--- config.mk ---
export PLATFORM = sky130hd
export DESIGN_NAME = dual_acc_unit
export DESIGN_NICKNAME = d
export VERILOG_FILES = /design/src/rtl/dacc_pkg.sv /design/src/rtl/dacc_alu.sv /design/src/rtl/dacc_sat.sv /design/src/rtl/dacc_store.sv /design/src/rtl/dual_acc_unit.sv
export SDC_FILE = /design/constraint.sdc
export NUM_CORES = 1
export LEC_CHECK = 0
export BUFFER_PORTS_ARGS = -buffer_cell sky130_fd_sc_hd__buf_2
export CAP_MARGIN = 0
export CORE_AREA = 2 2 190 192
export CTS_CLUSTER_SIZE = 16
export DETAILED_ROUTE_END_ITERATION = 7
export DIE_AREA = 0 0 192 194
export SYNTH_ARGS = -nofsm -noshare
export SYNTH_HDL_FRONTEND = slang
export SYNTH_SLANG_ARGS = --single-unit
export TNS_END_PERCENT = 5
--- constraint.sdc ---
create_clock -name clk -period 16 [get_ports clk]
set_input_delay 2.4 -clock clk [delete_from_list [all_inputs] [get_ports clk]]
set_output_delay 2.4 -clock clk [all_outputs]
set_load 0.02 [all_outputs]
--- src/rtl/dacc_pkg.sv ---
package dacc_pkg;

    localparam int ACC_W    = 40;
    localparam int NARROW_W = 32;
    localparam int WORD_W   = 16;
    localparam int RAW_W    = ACC_W + 1;
    localparam int WORD_LSB = NARROW_W - WORD_W;
    localparam int N_ACC    = 2;

    typedef logic [ACC_W-1:0]        acc_t;
    typedef logic signed [RAW_W-1:0] raw_t;
    typedef logic [WORD_W-1:0]       word_t;

    typedef enum logic [2:0] {
        OP_NOP   = 3'd0,
        OP_LOAD  = 3'd1,
        OP_ADD   = 3'd2,
        OP_SUB   = 3'd3,
        OP_ADDAB = 3'd4,
        OP_SUBAB = 3'd5,
        OP_NEG   = 3'd6,
        OP_RSVD  = 3'd7
    } acc_op_e;

    typedef struct packed {
        logic sat_en;
        logic wide;
    } sat_cfg_t;

    typedef struct packed {
        acc_t value;
        logic clipped;
    } sat_res_t;

    localparam raw_t LIM_HI_N = {{(RAW_W-NARROW_W+1){1'b0}}, {(NARROW_W-1){1'b1}}};
    localparam raw_t LIM_LO_N = {{(RAW_W-NARROW_W+1){1'b1}}, {(NARROW_W-1){1'b0}}};
    localparam raw_t LIM_HI_W = {2'b00, {(ACC_W-1){1'b1}}};
    localparam raw_t LIM_LO_W = {2'b11, {(ACC_W-1){1'b0}}};

    function automatic raw_t sext(acc_t v);
        return raw_t'({v[ACC_W-1], v});
    endfunction

endpackage

--- src/rtl/dacc_alu.sv ---
module dacc_alu
    import dacc_pkg::*;
(
    input  acc_op_e op,
    input  logic    sel,
    input  acc_t    operand,
    input  acc_t    acc_a,
    input  acc_t    acc_b,
    output raw_t    raw,
    output logic    writes
);
    raw_t tgt;
    raw_t oth;
    raw_t opd;

    always_comb begin
        tgt    = sel ? sext(acc_b) : sext(acc_a);
        oth    = sel ? sext(acc_a) : sext(acc_b);
        opd    = sext(operand);
        raw    = tgt;
        writes = 1'b1;
        case (op)
            OP_LOAD:  raw = opd;
            OP_ADD:   raw = tgt + opd;
            OP_SUB:   raw = tgt - opd;
            OP_ADDAB: raw = tgt + oth;
            OP_SUBAB: raw = tgt - oth;
            OP_NEG:   raw = -tgt;
            default:  writes = 1'b0;
        endcase
    end
endmodule

--- src/rtl/dacc_sat.sv ---
module dacc_sat
    import dacc_pkg::*;
(
    input  raw_t     raw,
    input  sat_cfg_t cfg,
    output sat_res_t res
);
    raw_t hi;
    raw_t lo;

    always_comb begin
        hi          = cfg.wide ? LIM_HI_W : LIM_HI_N;
        lo          = cfg.wide ? LIM_LO_W : LIM_LO_N;
        res.value   = raw[ACC_W-1:0];
        res.clipped = 1'b0;
        if (cfg.sat_en) begin
            if (raw > hi) begin
                res.value   = hi[ACC_W-1:0];
                res.clipped = 1'b1;
            end else if (raw < lo) begin
                res.value   = lo[ACC_W-1:0];
                res.clipped = 1'b1;
            end
        end
    end
endmodule

--- src/rtl/dacc_store.sv ---
module dacc_store
    import dacc_pkg::*;
(
    input  acc_t  acc,
    input  logic  conv,
    input  logic  sat_en,
    output word_t word
);
    raw_t ext;
    raw_t inc;
    raw_t rnd;
    logic up;

    always_comb begin
        ext = sext(acc);
        up  = acc[WORD_LSB-1] &&
              (!conv || (|acc[WORD_LSB-2:0]) || acc[WORD_LSB]);
        inc = '0;
        inc[WORD_LSB] = up;
        rnd = ext + inc;
        if (sat_en && (rnd > LIM_HI_N))
            word = {1'b0, {(WORD_W-1){1'b1}}};
        else if (sat_en && (rnd < LIM_LO_N))
            word = {1'b1, {(WORD_W-1){1'b0}}};
        else
            word = rnd[NARROW_W-1:WORD_LSB];
    end
endmodule

--- src/rtl/dual_acc_unit.sv ---
module dual_acc_unit
    import dacc_pkg::*;
(
    input  logic              clk,
    input  logic              rst,
    input  logic              op_valid,
    input  logic [2:0]        op_code,
    input  logic              acc_sel,
    input  logic [ACC_W-1:0]  operand,
    input  logic              sat_en_a,
    input  logic              sat_en_b,
    input  logic              sat_wide,
    input  logic              clr_ovf,
    input  logic              rnd_conv,
    input  logic              store_sat_en,
    output logic [ACC_W-1:0]  acc_a,
    output logic [ACC_W-1:0]  acc_b,
    output logic              ovf_a,
    output logic              ovf_b,
    output logic [WORD_W-1:0] store_word
);
    raw_t     raw;
    logic     writes;
    sat_cfg_t cfg;
    sat_res_t res;

    dacc_alu u_alu (
        .op      (acc_op_e'(op_code)),
        .sel     (acc_sel),
        .operand (operand),
        .acc_a   (acc_a),
        .acc_b   (acc_b),
        .raw     (raw),
        .writes  (writes)
    );

    always_comb begin
        cfg.sat_en = acc_sel ? sat_en_b : sat_en_a;
        cfg.wide   = sat_wide;
    end

    dacc_sat u_sat (
        .raw (raw),
        .cfg (cfg),
        .res (res)
    );

    for (genvar i = 0; i < N_ACC; i++) begin : g_acc
        acc_t acc_q;
        logic ovf_q;
        logic hit;

        assign hit = op_valid && writes && (acc_sel == 1'(i));

        always_ff @(posedge clk) begin
            if (rst) begin
                acc_q <= '0;
                ovf_q <= 1'b0;
            end else begin
                if (hit)
                    acc_q <= res.value;
                if (hit && res.clipped)
                    ovf_q <= 1'b1;
                else if (clr_ovf)
                    ovf_q <= 1'b0;
            end
        end
    end

    assign acc_a = g_acc[0].acc_q;
    assign acc_b = g_acc[1].acc_q;
    assign ovf_a = g_acc[0].ovf_q;
    assign ovf_b = g_acc[1].ovf_q;

    dacc_store u_store (
        .acc    (acc_sel ? acc_b : acc_a),
        .conv   (rnd_conv),
        .sat_en (store_sat_en),
        .word   (store_word)
    );
endmodule

==> reports/metrics.csv <==
stage;metric;value;unit
clock_tree;Post-CTS Setup Bufs;0;
worst_setup_path;worst reg-to-reg path cell count;31;
logic_synthesis;Mean Syn Cell Area;6.96;µm²
logic_synthesis;Synthesized Nets;2024;
worst_setup_path;Worst Path Buf+Inv;3;
placement;RD Place Congestion;1.07;
layout;fillers;3804;
power;switch share;50.1;%
layout;Synth-to-Final Area Change;9.99;%
logic_synthesis;main combinational cell family by area after synthesis;compound AO/OA/AOI/OAI gates;
timing;fin crit period;13340;ps
logic_synthesis;Post-Synth XOR/XNOR Area;6.20;%
logic_synthesis;Synth Area in Simple Gates;27.9;%
logic_synthesis;ys flop type;dfxtp_1;
floorplan;DIE AREA;0.0372;mm²
placement;DP HPWL;47.3;mm
timing;Slew Limit Fails;0;
logic_synthesis;Synth area leaders;dfxtp_1 12%, nor2_1 6.5%, mux2i_1 6.3%;
floorplan;num ports;151;
logic_synthesis;area leader, netlist;dfxtp_1;
timing;RSZ-0062 raised after global routing;false;
worst_setup_path;slowest CP cell;buf_4;
clock_tree;Skew-Pair Late Insertion Delay;340;ps
logic_synthesis;mux contribution to synthesized area;8.28;%
power;Max VDD drop;0.0000682;V
power;Combinational Power Share;60.0;%
floorplan;Initial Util;37.7;%
layout;Non-Filler Instances;2440;
worst_setup_path;element type at the critical path end;flip-flop;
power;cell-internal power;0.603;mW
worst_setup_path;required time worst endpoint;16170;ps
route;DR WL/cell;24.8;µm
clock_tree;Clock Tree Root;clkbuf_16;
route;Residual DRC;0;
route;DRT antenna net count;0;
worst_setup_path;largest fanout on the critical path;80;
timing;Fin Hold WS;494;ps
layout;commonest non-fill, non-tap cell in the layout;nor2_1;
timing;Worst-Margin Slew;1200;ps
power;PwrDens;82.8;mW/mm²
placement;DP Cell Count;2424;
worst_setup_path;worst setup path startpoint;acc_sel;
layout;nets;2090;
logic_synthesis;asr flop ratio synth;0;%
logic_synthesis;#FFs+latches synth;82;
timing;final hold vios;0;
power;Clock power frac;18.7;%
timing;Achievable Freq;74.9;MHz
logic_synthesis;Cell Area, Synth;0.0133;mm²
clock_tree;Hold Buf Count CTS;0;
worst_setup_path;critical path's largest stage delay;770;ps
clock_tree;post_cts resized;0;
floorplan;Die Height;194;µm
route;iteration-0 DRC count of the detailed router;1778;
floorplan;core box area;0.0352;mm²
floorplan;# rows;69;
timing;clk_skew;9.02;ps
worst_setup_path;FF-to-FF setup slack;5410;ps
layout;most frequent cells in the layout;230 x nor2_1, 156 x nand2_1, 149 x buf_2;
clock_tree;CTS max path bufs;2;
logic_synthesis;Synth top area share;12.4;%
global_route;first-pass GRT wire length;89.4;mm
global_route;vias in the first global route;14700;
min_path;hold worst-path end;ovf_b;
min_path;Min-Delay Path Class;reg2reg;
timing;final setup TNS;0;ps
worst_setup_path;Crit path max-delay family;simple AND/OR/NAND/NOR gates;
logic_synthesis;Yosys warning count;0;
job;Max-cap violations;0;
layout;layout cell share with drive strength beyond 1;14.9;%
worst_setup_path;Reg-to-Reg Start;acc_a[0];
clock_tree;clock-pin slew on the worst setup and hold paths;60;ps
worst_setup_path;WS Path Type;in2reg;
clock_tree;Num CTS Buffers;9;
power;leakage;5.95;nW
logic_synthesis;Seq/Total Area, Yosys;12.4;%
logic_synthesis;Post-synth EDFFs;0;
route;Post-Route WL;60.5;mm
logic_synthesis;Cell variety after synth;100;
clock_tree;clk sink count;82;
power;Psw;0.606;mW
logic_synthesis;Syn Inst Count;1908;
power;total power;1.21;mW
floorplan;Die Span X;192;µm
timing;Setup Viol. Count Final;0;
worst_setup_path;worst reg2reg endpoint;acc_a[33];
layout;Ant. Diodes;0;
clock_tree;htree depth;3;
placement;Port Buffers;150;
route;vias per inst;6.58;
power;Flop pwr share;21.3;%
worst_setup_path;CP arrival;13520;ps
min_path;hold path depth;2;
clock_tree;TritonCTS clock tree;yes;
timing;Slew headroom;19.4;%
global_route;total track usage;31.2;%
worst_setup_path;Startpoint Class;input pin;
status;status;completed;
logic_synthesis;Synth Area in Adders;5.99;%
route;DR pass1 iterations;6;
global_route;pin count of the biggest net entering global routing;81;
route;via count;16100;
min_path;hold path startpoint;ovf_b;
logic_synthesis;Synth Area in Compound Gates;32.9;%
global_route;initial antenna violation count;0;
timing;crit share post-route;83.4;%
global_route;Remaining Overflow, GRT;0;
how the worst max path moves through the flow:
| stage | to | slack [ps] | cells after the start |
|---|---|---|---|
| 2_1_floorplan | acc_b[31] | 4380 | 40 |
| 3_5_place_dp | acc_a[33] | 2660 | 32 |
| 5_1_grt | acc_a[33] | 2070 | 32 |
| 3_3_place_gp | acc_a[33] | 2970 | 32 |
| 4_1_cts | acc_a[33] | 2990 | 32 |
| 6_report | acc_a[33] | 2660 | 32 |
logic make-up (layout without fill, tap and decap cells):
group	Yosys count	after routing
muxes	106	106
buffers and inverters	191	262
AOI/OAI and AO/OA	636	636
adders and majority gates	63	63
and+or+nand+nor	736	736
DFF	82	82
xor gates and xnor gates	94	94
metal layers:
layer	global-route usage, %	routed length (µm)
met3	4.00	4610
met1	37.5	23100
met2	51.5	27900
met5	0	0
met4	21.3	4920
state kept, by name, indices dropped and copies added, names as in the netlist:
register,cells
acc_a,40
acc_b,40
ovf_a,1
ovf_b,1
worst reg2reg max path: cells and delay by family (launching register included):
family	cells	cell delay (ps)
xor+xnor	1	130
fa+ha+maj	3	1100
mux	1	320
compound gates	10	3210
buf+inv	1	260
flops	1	360
simple gates	15	5030
cell usage after synthesis, drive strengths merged (16+ instances only):
master and count:
clkbuf 88, nor4 32, ha 62, nor2 232
or3 21, a311oi 26, nand3 35, a211oi 73
a21oi 133, xnor2 63, a22oi 22, nor3 78
nand2 159, or4 22, mux2 19, buf 43
xor2 31, dfxtp 82, o21a 16, and3 16
o22ai 27, a21o 17, inv 58, nor2b 16
a31oi 21, mux2i 87, o21ai 134, nand2b 19
a221oi 20, o211ai 19, nand4 34
layout make-up:
type / count / area, µm² / share of cell area [%]
multi-input cells: 1635 / 10800 / 74.0
well taps: 461 / 577 / 3.95
clock inverters: 7 / 101 / 0.694
clock buffers: 9 / 225 / 1.54
flip-flops and latches: 82 / 1640 / 11.2
inverters: 60 / 225 / 1.54
repair buffers: 186 / 1030 / 7.03
per-stage QoR:
stage               area, µm²  utilization (%)  worst slack (ps)
floorplan               13300                -              4380
global placement        14300             40.5              2970
detailed placement      14300             40.5              2660
CTS                     14600             41.5              2990
global route            14600             41.5              2070
finish                  14600             41.5              2660
power groups by stage:
stage	clock network, mW	logic (mW)	registers, mW
2_1_floorplan	0	0.474	0.268
3_3_place_gp	0	0.702	0.260
3_5_place_dp	0	0.707	0.260
4_1_cts	0.228	0.709	0.256
5_1_grt	0.237	0.777	0.259
6_report	0.227	0.725	0.257
No activity file was read; power rests on OpenSTA's default activity.
